==> config.mk <==
export PLATFORM = sky130hd
export DESIGN_NAME = sysctl_regs
export DESIGN_NICKNAME = d
export VERILOG_FILES = /design/src/rtl/sysctl_pkg.sv /design/src/rtl/sysctl_decode.sv /design/src/rtl/sysctl_lockreg.sv /design/src/rtl/sysctl_store.sv /design/src/rtl/sysctl_dbgauth.sv /design/src/rtl/sysctl_regs.sv
export SDC_FILE = /design/constraint.sdc
export NUM_CORES = 1
export LEC_CHECK = 0
export ABC_AREA = 1
export BUFFER_PORTS_ARGS = -buffer_cell sky130_fd_sc_hd__buf_4
export CORE_AREA = 2 2 202 204
export CTS_CLUSTER_SIZE = 12
export DETAILED_ROUTE_END_ITERATION = 10
export DIE_AREA = 0 0 204 206
export PLACE_DENSITY = 0.67
export SYNTH_ARGS = -nofsm -noshare
export SYNTH_HDL_FRONTEND = slang
export SYNTH_SLANG_ARGS = --single-unit
==> constraint.sdc <==
create_clock -name clk -period 3.85 [get_ports clk]
set_clock_uncertainty 0.05 [all_clocks]
set_input_delay 0.385 -clock clk [delete_from_list [all_inputs] [get_ports clk]]
set_output_delay 0.385 -clock clk [all_outputs]
set_load 0.03 [all_outputs]
==> src/rtl/sysctl_pkg.sv <==
// Package: shared register identifiers, offsets and decode helpers for the
// system control block. Assumes word-aligned byte offsets in a 4 KiB window.
package sysctl_pkg;

    localparam int AW      = 12;
    localparam int DW      = 32;
    localparam int STORE_N = 10;

    // Storage registers occupy the first STORE_N codes so the code is the index.
    typedef enum logic [4:0] {
        ID_CLK0, ID_CLK1, ID_CLKF, ID_RSTSYN, ID_RSTMSK, ID_GRET,
        ID_PD0, ID_PD1, ID_PD2, ID_PD3,
        ID_DBGSTAT, ID_DBGSET, ID_DBGCLR, ID_SWRST,
        ID_VTOR, ID_HOLD, ID_NMI, ID_PWR, ID_NONE
    } reg_id_e;

    // Map a byte offset to a register identifier; anything else is reserved.
    function automatic reg_id_e decode_off(input logic [AW-1:0] a);
        case (a)
            12'h000: decode_off = ID_DBGSTAT;
            12'h004: decode_off = ID_DBGSET;
            12'h008: decode_off = ID_DBGCLR;
            12'h010: decode_off = ID_CLK0;
            12'h014: decode_off = ID_CLK1;
            12'h018: decode_off = ID_CLKF;
            12'h100: decode_off = ID_RSTSYN;
            12'h104: decode_off = ID_RSTMSK;
            12'h108: decode_off = ID_SWRST;
            12'h10C: decode_off = ID_GRET;
            12'h110: decode_off = ID_VTOR;
            12'h120: decode_off = ID_HOLD;
            12'h124: decode_off = ID_NMI;
            12'h1FC: decode_off = ID_PWR;
            12'h200: decode_off = ID_PD0;
            12'h204: decode_off = ID_PD1;
            12'h214: decode_off = ID_PD2;
            12'h218: decode_off = ID_PD3;
            default: decode_off = ID_NONE;
        endcase
    endfunction

    function automatic logic is_store(input reg_id_e id);
        return 32'(id) < STORE_N;
    endfunction

endpackage

==> src/rtl/sysctl_decode.sv <==
// Address decoder: turns the bus address into a register identifier and a
// hit flag. Purely combinational; assumes aligned offsets as listed in the package.
module sysctl_decode
    import sysctl_pkg::*;
(
    input  logic [AW-1:0] addr,
    output reg_id_e       id,
    output logic          hit
);
    // Decode the offset and flag whether any register answers.
    always_comb begin
        id  = decode_off(addr);
        hit = (id != ID_NONE);
    end
endmodule

==> src/rtl/sysctl_lockreg.sv <==
// Lockable register: stores masked write data unless its own lock bit is in
// the locking state. LOCK_WHEN selects whether 1 or 0 at LOCK_BIT locks.
// Assumes RST leaves the register unlocked if a writable start is wanted.
module sysctl_lockreg #(
    parameter int          W         = 32,
    parameter logic [W-1:0] RST      = '0,
    parameter logic [W-1:0] MASK     = '1,
    parameter int          LOCK_BIT  = 0,
    parameter logic        LOCK_WHEN = 1'b1
) (
    input  logic         clk,
    input  logic         rst_n,
    input  logic         we,
    input  logic [W-1:0] wdata,
    output logic [W-1:0] q,
    output logic         locked
);
    // Lock state follows the stored lock bit.
    always_comb locked = (q[LOCK_BIT] == LOCK_WHEN);

    // Capture masked write data while not locked.
    always_ff @(posedge clk) begin
        if (!rst_n)
            q <= RST & MASK;
        else if (we && !locked)
            q <= wdata & MASK;
    end
endmodule

==> src/rtl/sysctl_store.sv <==
// Bank of N plain read-as-written registers, each with its own write enable.
// Assumes at most one enable is high per cycle (one bus write at a time).
module sysctl_store #(
    parameter int N = 10,
    parameter int W = 32
) (
    input  logic                clk,
    input  logic                rst_n,
    input  logic [N-1:0]        we,
    input  logic [W-1:0]        wdata,
    output logic [N-1:0][W-1:0] q
);
    for (genvar i = 0; i < N; i++) begin : g_reg
        // Hold one storage word, cleared by reset.
        always_ff @(posedge clk) begin
            if (!rst_n)
                q[i] <= '0;
            else if (we[i])
                q[i] <= wdata;
        end
    end
endmodule

==> src/rtl/sysctl_dbgauth.sv <==
// Debug authentication status with write-one-to-set and write-one-to-clear
// ports; clear dominates when both touch a bit in the same cycle.
module sysctl_dbgauth #(
    parameter int B = 8
) (
    input  logic         clk,
    input  logic         rst_n,
    input  logic [B-1:0] set_bits,
    input  logic [B-1:0] clr_bits,
    output logic [B-1:0] status
);
    // Apply set then clear to the status vector.
    always_ff @(posedge clk) begin
        if (!rst_n)
            status <= '0;
        else
            status <= (status | set_bits) & ~clr_bits;
    end
endmodule

==> src/rtl/sysctl_regs.sv <==
// System control register block for a single-CPU subsystem on an APB-style
// port. Writes commit on the access phase; reads are combinational from paddr.
// Assumes DBG_BITS < 32 and that only aligned offsets are used by software.
module sysctl_regs
    import sysctl_pkg::*;
#(
    parameter logic          HOLD_RST = 1'b1,
    parameter logic [DW-1:0] VTOR_RST = 32'h1000_0000,
    parameter int            DBG_BITS = 8
) (
    input  logic          clk,
    input  logic          rst_n,
    input  logic          psel,
    input  logic          penable,
    input  logic          pwrite,
    input  logic [AW-1:0] paddr,
    input  logic [DW-1:0] pwdata,
    output logic [DW-1:0] prdata,
    output logic          cpu_hold,
    output logic [DW-1:0] vector_base,
    output logic          swrst_req
);
    localparam logic [DW-1:0] VTOR_MASK = 32'hFFFF_FF81;
    localparam logic [DW-1:0] PWR_RST   = 32'h0000_0001;

    reg_id_e                      id;
    logic                         hit;
    logic                         wr;
    logic [STORE_N-1:0]           st_we;
    logic [STORE_N-1:0][DW-1:0]   st_q;
    logic [DBG_BITS-1:0]          dbg_q, dbg_set, dbg_clr;
    logic [DW-1:0]                vtor_q, pwr_q;
    logic                         vtor_locked, pwr_locked;
    logic                         nmi_q;

    sysctl_decode u_dec (.addr(paddr), .id(id), .hit(hit));

    // Qualify a bus write to the access phase.
    always_comb wr = psel && penable && pwrite;

    // Route the write strobe to the addressed storage register.
    always_comb begin
        st_we = '0;
        if (wr && is_store(id))
            st_we[4'(id)] = 1'b1;
    end

    sysctl_store #(.N(STORE_N), .W(DW)) u_store (
        .clk(clk), .rst_n(rst_n), .we(st_we), .wdata(pwdata), .q(st_q)
    );

    // Form set and clear vectors for the debug status.
    always_comb begin
        dbg_set = (wr && id == ID_DBGSET) ? pwdata[DBG_BITS-1:0] : '0;
        dbg_clr = (wr && id == ID_DBGCLR) ? pwdata[DBG_BITS-1:0] : '0;
    end

    sysctl_dbgauth #(.B(DBG_BITS)) u_dbg (
        .clk(clk), .rst_n(rst_n), .set_bits(dbg_set), .clr_bits(dbg_clr),
        .status(dbg_q)
    );

    sysctl_lockreg #(
        .W(DW), .RST(VTOR_RST & 32'hFFFF_FF80), .MASK(VTOR_MASK),
        .LOCK_BIT(0), .LOCK_WHEN(1'b1)
    ) u_vtor (
        .clk(clk), .rst_n(rst_n), .we(wr && id == ID_VTOR), .wdata(pwdata),
        .q(vtor_q), .locked(vtor_locked)
    );

    sysctl_lockreg #(
        .W(DW), .RST(PWR_RST), .MASK('1), .LOCK_BIT(0), .LOCK_WHEN(1'b0)
    ) u_pwr (
        .clk(clk), .rst_n(rst_n), .we(wr && id == ID_PWR), .wdata(pwdata),
        .q(pwr_q), .locked(pwr_locked)
    );

    // CPU hold: only ever released at runtime, re-armed by reset.
    always_ff @(posedge clk) begin
        if (!rst_n)
            cpu_hold <= HOLD_RST;
        else if (wr && id == ID_HOLD && !pwdata[0])
            cpu_hold <= 1'b0;
    end

    // NMI enable bit and one-cycle software reset request.
    always_ff @(posedge clk) begin
        if (!rst_n) begin
            nmi_q     <= 1'b0;
            swrst_req <= 1'b0;
        end else begin
            if (wr && id == ID_NMI)
                nmi_q <= pwdata[0];
            swrst_req <= wr && (id == ID_SWRST) && pwdata[0];
        end
    end

    // Drive the vector base with the address field only.
    always_comb vector_base = {vtor_q[DW-1:7], 7'b0};

    // Read multiplexer; reserved and write-only offsets return zero.
    always_comb begin
        if (is_store(id))
            prdata = st_q[4'(id)];
        else begin
            case (id)
                ID_DBGSTAT: prdata = DW'(dbg_q);
                ID_VTOR:    prdata = vtor_q;
                ID_HOLD:    prdata = {31'b0, cpu_hold};
                ID_NMI:     prdata = {31'b0, nmi_q};
                ID_PWR:     prdata = pwr_q;
                default:    prdata = '0;
            endcase
        end
    end
endmodule

== Word-level counts from Yosys, hierarchy flattened ==
Index checks and enable logic that the tools add are counted.
Word-level totals
  bits of input ports: 49
  flip-flop bits (word level): 389
Operators by class
  multiplexer cells: 10
  equal/unequal tests: 25
  reductions and logical operators: 18
  magnitude comparators: 3
  bitwise operators: 3
Operators with widths (count)
  $pmux W32 S5: 1
  $bmux W32 S4: 1
  $eq A12 B9 Y1 const B: 8
  $pmux W5 S18: 1
  $mux W32: 2
  $eq A12 B10 Y1 const B: 4
  $eq A12 B5 Y1 const B: 3
  $eq A5 B4 Y1 const B: 6
  $mux W8: 2
  $logic_and A1 B1 Y1: 15
  $eq A12 B3 Y1 const B: 1
  $eq A12 B4 Y1 const B: 1
  $logic_not A12 Y1: 1
  $eq A5 B5 Y1 const B: 2
  $mux W10: 1
  $and A8 B8 Y8: 1
  $not A8 Y8: 1
  $or A8 B8 Y8: 1
  $lt A4 B5 Y1 const B: 1
  $lt A5 B4 Y1 const B: 1
  $demux W1 S4: 1
  $ge A4 B1 Y1 const B: 1
  $logic_not A1 Y1: 2
  $mux W1: 1

== Depth between registers and ports, before layout ==
  depth after elaboration: 7
  depth in mapped cells: 19

== Cells and area by module ==
Synthesis repeated with hierarchy kept, for this count alone.
Unflattened totals
  cells, all modules: 3403
  area, all modules: 20328.2 um2
Modules (own cells, without submodules)
  sysctl_store: cells each 1738, sequential area each 6406.1 um2, area an instance 12328.1 um2, instances 1
  sysctl_regs: cells each 1156, sequential area each 60.1 um2, area an instance 4754.6 um2, instances 1
  sysctl_lockreg (u_pwr): cells each 201, sequential area each 640.6 um2, area an instance 1316.3 um2, instances 1
  sysctl_lockreg (u_vtor): cells each 172, sequential area each 520.5 um2, area an instance 1167.4 um2, instances 1
  sysctl_decode: cells each 95, sequential area each 0.0 um2, area an instance 447.9 um2, instances 1
  sysctl_dbgauth: cells each 41, sequential area each 160.2 um2, area an instance 314.1 um2, instances 1

== Least setup slack after synthesis ==
Ideal clock, no wire load.
  path type: input-to-output
  start point: input paddr[9]
  end point: output prdata[12]
  path slack: 1.062 ns
  stages: 14
  data arrival time: 2.353 ns
  path through: inv_2 > nand2_2 > nor2_4 > buf_6 > nand3_4 > nand2_2 > nor2_2 > o21ai_4 > inv_1 > nor2_1 > clkinv_1 > a21oi_1 > nor2_1 > nor2_1
On the way
  word-level cells in the longest chain between the ends: 5
  elaborated cells on any way between the ends: 29
  those cells by class: 1 x order compare; 22 x eq/ne; 5 x mux; 1 x reduce/logical
Ends and longest elaborated chain
  from (decl): line sysctl_regs.sv:16  | input logic [AW-1:0] paddr,
  $eq A12 B10 Y1, or another cell as far along: line sysctl_pkg.sv:19  | case (a)
  $pmux W5 S18 *: line sysctl_pkg.sv:19
  $bmux W32 S4, or another cell as far along: line sysctl_regs.sv:104  | prdata = st_q[4'(id)];
  $mux W32 (implied by the code) or $pmux W32 S5 (tied branches): line sysctl_regs.sv:104, sysctl_regs.sv:106
  $mux W32 *: line sysctl_regs.sv:103  | if (is_store(id))
  to (decl): line sysctl_regs.sv:18  | output logic [DW-1:0] prdata,
Every way passes the cells marked *; elsewhere a longest branch is shown, timed or not. The select of a mux whose other input is x is not followed.

== Worst setup path in the final report ==
  start point: input paddr[9]
  end point: output prdata[8]
Same word-level chain as after synthesis.

==> metrics.md <==
| Metric | Value |
|---|---|
| Clock power frac | 0.486 |
| Hold Fails Final Rpt | 0 |
| CP startpoint kind | input pin |
| Num ports | 115 |
| Routed Antenna Nets | 0 |
| Relative slew slack | 0.1810 |
| Gr ovfl total | 0 |
| Crit path time final | 3.667 ns |
| IO Port Bufs | 107 |
| Initial DRC count | ~2500 |
| Max cap viols | 0 |
| CTS buffer count | 43 |
| Worst r2r src | u_pwr.q[0] |
| Crit end category | primary output |
| FMAX | around 0.27 GHz |
| Final period util | 0.9523 |
| Largest net degree at the start of global routing | about 150 |
| Synth Flop Type | dfxtp_1 |
| Slowest-stage cell, CP | buf_4 |
| Rows | between 70 and 80 |
| Power Density | roughly 380 mW/mm^2 |
| Worst Hold Slack | 0.1048 ns |
| FF+latch area | 0.007787 sq mm |
| Setup CP Type | in -> out |
| Routed wire length per instance | 19.21 microns |
| H-tree levels | 2 |
| Final WL | 69290 microns |
| Global-route wire length before repair | 107300 microns |
| Worst IR Drop VDD | 0.0003386 V |
| Die area | around 0.042 sq mm |
| Number of global-route vias before repair | 18840 |
| Layout cell share with drive strength beyond 1 | 0.09434 |
| Final Util | 0.5492 |
| Filler Cell Count | 3885 |
| Post-cts resize count | 0 |
| Sequential power share | 0.480 |
| Longest Clk Path Bufs | 3 |
| Yosys reg bits | 389 |
| Post-CTS Hold Buffers | 0 |
| Nets | 3092 |
| Vias/cell | 5.718 |
| Hold Path Depth | 3 |
| LEAKAGE | between 9 and 10 nW |
| Arr. time, crit path | between 3 and 4 ns |
| Worst Hold Launch | pwdata[30] |
| Synth area leaders | dfxtp_1 (39%), nand2_1 (18%), nor2_1 (7.9%), nand3_1 (6.2%), a21oi_1 (5.1%) |
| Area leader, netlist | dfxtp_1 |
| Critical Path Fanout Max | 38 |
| R2r setup slk | roughly 2.1 ns |
| Sequential fraction of the synthesis area | 0.3936 |
| Final Max Tran Viols | 0 |
| Status | complete, no violations |
| Cell Area, Synth | 0.01978 sq mm |
| Ys async rst share | 0 |
| Final Non-Filler Cells | 3607 |
| DR vias | 20630 |
| Synth top area share | 0.3936 |
| Final setup viols | 0 |
| Class of the worst hold path | in -> reg |
| Reg2Reg Depth | 6 |
| Combinational group share of total power | 0.034 |
| Syn Inst Count | 3085 |
| Die width | 204 microns |
| Initial Utilization | 0.4923 |
| Distinct cells, synth | 32 |
| Top cells by count, synth | nand2_1 (975), nor2_1 (415), dfxtp_1 (389), nand3_1 (247), inv_1 (226) |
| Clk pin slew, worst setup/hold paths | approximately 0.06 ns |
| Switching Fraction | 0.2357 |
| RSZ-0062 raised after global routing | no |
| Yosys Warn Count | 0 |
| Crit path max-delay family | simple AND/OR/NAND/NOR gates |
| DP Cell Count | 3530 |
| Most frequent cell after synthesis | nand2_1 |
| DRT Pass-1 Iters | 8 |
| Post-Syn Area per Cell | 6.413 sq um |
| Die Ht | 206 microns |
| Clk root buf | clkbuf_16 |
| CP required | 3.41 ns |
| Initial antenna violation count | 2 |
| Buffer count from post-CTS setup fixing | 0 |
| Post-synth EDFFs | 0 |
| NetSw | 1.977 mW |
| Endpoint, Worst Hold | u_store.q[222] |
| Core area | 0.04018 sq mm |
| DPL Wire Length | 42050 microns |
| CTS Sinks | 389 |
| Area grow syn2layout | 11.56% |
| Crit-path cells | buf_4 -> inv_2 -> nand2_2 -> nor2_4 -> nand3_2 -> nand2_1 -> nor2_4 -> nand3_4 -> buf_4 -> nand2_1 -> nand2_1 -> nand2_1 -> a21oi_1 -> nor2_1 -> nor2_1 -> buf_4 |
| Pint | 6.410 mW |
| Multi-input gate area | 0.009882 sq mm |
| Post-route DRC | 0 |
| CP most frequent cell | nand2_1 |
| Slew @ Worst Pin | 1.224 ns |
| Worst R2R End | u_pwr.q[13] |
| Worst path bufs/invs | 4 |
| Setup TNS | 0 ns |
| GPL Wtd Cong | 0.9050 |
| Skew-Pair Late Insertion Delay | 0.58 ns |
| CTS tree | built |
| Slowest stage delay, CP | 0.48 ns |
| GRT Overall Usage | 0.3252 |
-- power groups by stage --
stage	Clock (mW)	Combinational (mW)	Sequential, mW
after floorplan	0	0.154	4.11
after detailed placement	0	0.276	4.11
final	4.08	0.284	4.03
after global routing	4.28	0.297	4.02
after CTS	4.12	0.277	4.03
after global placement	0	0.275	4.11
-- worst max-delay path by stage --
stage	start	to	cells past startpoint
after detailed placement	paddr[0]	prdata[27]	16
after global routing	paddr[9]	prdata[27]	16
after floorplan	paddr[9]	prdata[12]	14
after CTS	paddr[0]	prdata[27]	16
final	paddr[9]	prdata[8]	16
after global placement	paddr[0]	prdata[27]	16
-- cell usage in the layout (no fill, tap or decap), types with 2 or more instances in the layout --
| cell type | netlist | final |
|---|---|---|
| clkbuf_1 | 149 | 10 |
| buf_4 | 13 | 146 |
| nor2_2 | 8 | 7 |
| inv_2 | 15 | 13 |
| o21ai_1 | 2 | 2 |
| conb_1 | 1 | 7 |
| nor3_2 | 0 | 2 |
| nand3_2 | 6 | 6 |
| inv_16 | 0 | 2 |
| nand2_1 | 975 | 974 |
| clkbuf_16 | 0 | 43 |
| nand2_2 | 13 | 14 |
| o211a_1 | 9 | 9 |
| nand3_4 | 4 | 5 |
| clkbuf_8 | 0 | 13 |
| clkinv_2 | 0 | 6 |
| inv_6 | 0 | 2 |
| nor3_1 | 5 | 3 |
| buf_12 | 0 | 17 |
| inv_1 | 226 | 226 |
| nor2_4 | 3 | 6 |
| nand4_1 | 115 | 115 |
| a211oi_1 | 70 | 70 |
| nor2_1 | 415 | 413 |
| o21ai_0 | 100 | 100 |
| a21oi_1 | 203 | 203 |
| o22ai_1 | 16 | 16 |
| nand3_1 | 247 | 246 |
| dfxtp_1 | 389 | 389 |
-- area by class of cell --
cell class,count,area share
multi-input cells,2204,0.4478
flip-flops and latches,389,0.3529
repair buffers,163,0.06509
clock buffers,66,0.05857
inverters,242,0.04150
well taps,532,0.03016
clock inverters,10,0.003912
diodes,1,0.0001134
-- flip-flops by register name (all words and copies together) (netlist names) --
name          count
u_vtor.q         26
u_store.q       320
swrst_req         1
nmi_q             1
u_dbg.status      8
u_pwr.q          32
cpu_hold          1
-- kinds of logic after synthesis --
group / synth area share
flops: 0.3937
simple gates: 0.3810
buf+inv: 0.1106
compound gates: 0.1146
other cells: 0.0001896
-- worst register-to-register path, cell delays in order (launching register included) --
cell	delay (ns)
dfxtp_1	0.31
inv_1	0.07
nor3_1	0.06
buf_4	0.23
inv_2	0.60
nor2_1	0.12
a211oi_1	0.23
-- metal layers --
layer | track usage | wire [microns] | vias up
met5 | 0 | 16 | -
met4 | 0.1703 | 3327 | 2
met3 | 0.05881 | 6670 | 172
met2 | 0.5134 | 31000 | 1099
met1 | 0.4251 | 28280 | 9604
li1 | - | - | 9749
-- per-stage QoR --
| stage | setup slack (ns) | power, mW | area, sq um |
|---|---|---|---|
| detailed placement | 0.1479 | 4.391 | 20680 |
| CTS | 0.1372 | 8.417 | 22060 |
| floorplan | 1.062 | 4.268 | 19810 |
| global placement | 0.1895 | 4.389 | 20680 |
| global route | 0.06132 | 8.597 | 22070 |
| finish | 0.1835 | 8.387 | 22070 |
No activity file was read; power rests on OpenSTA's default activity.
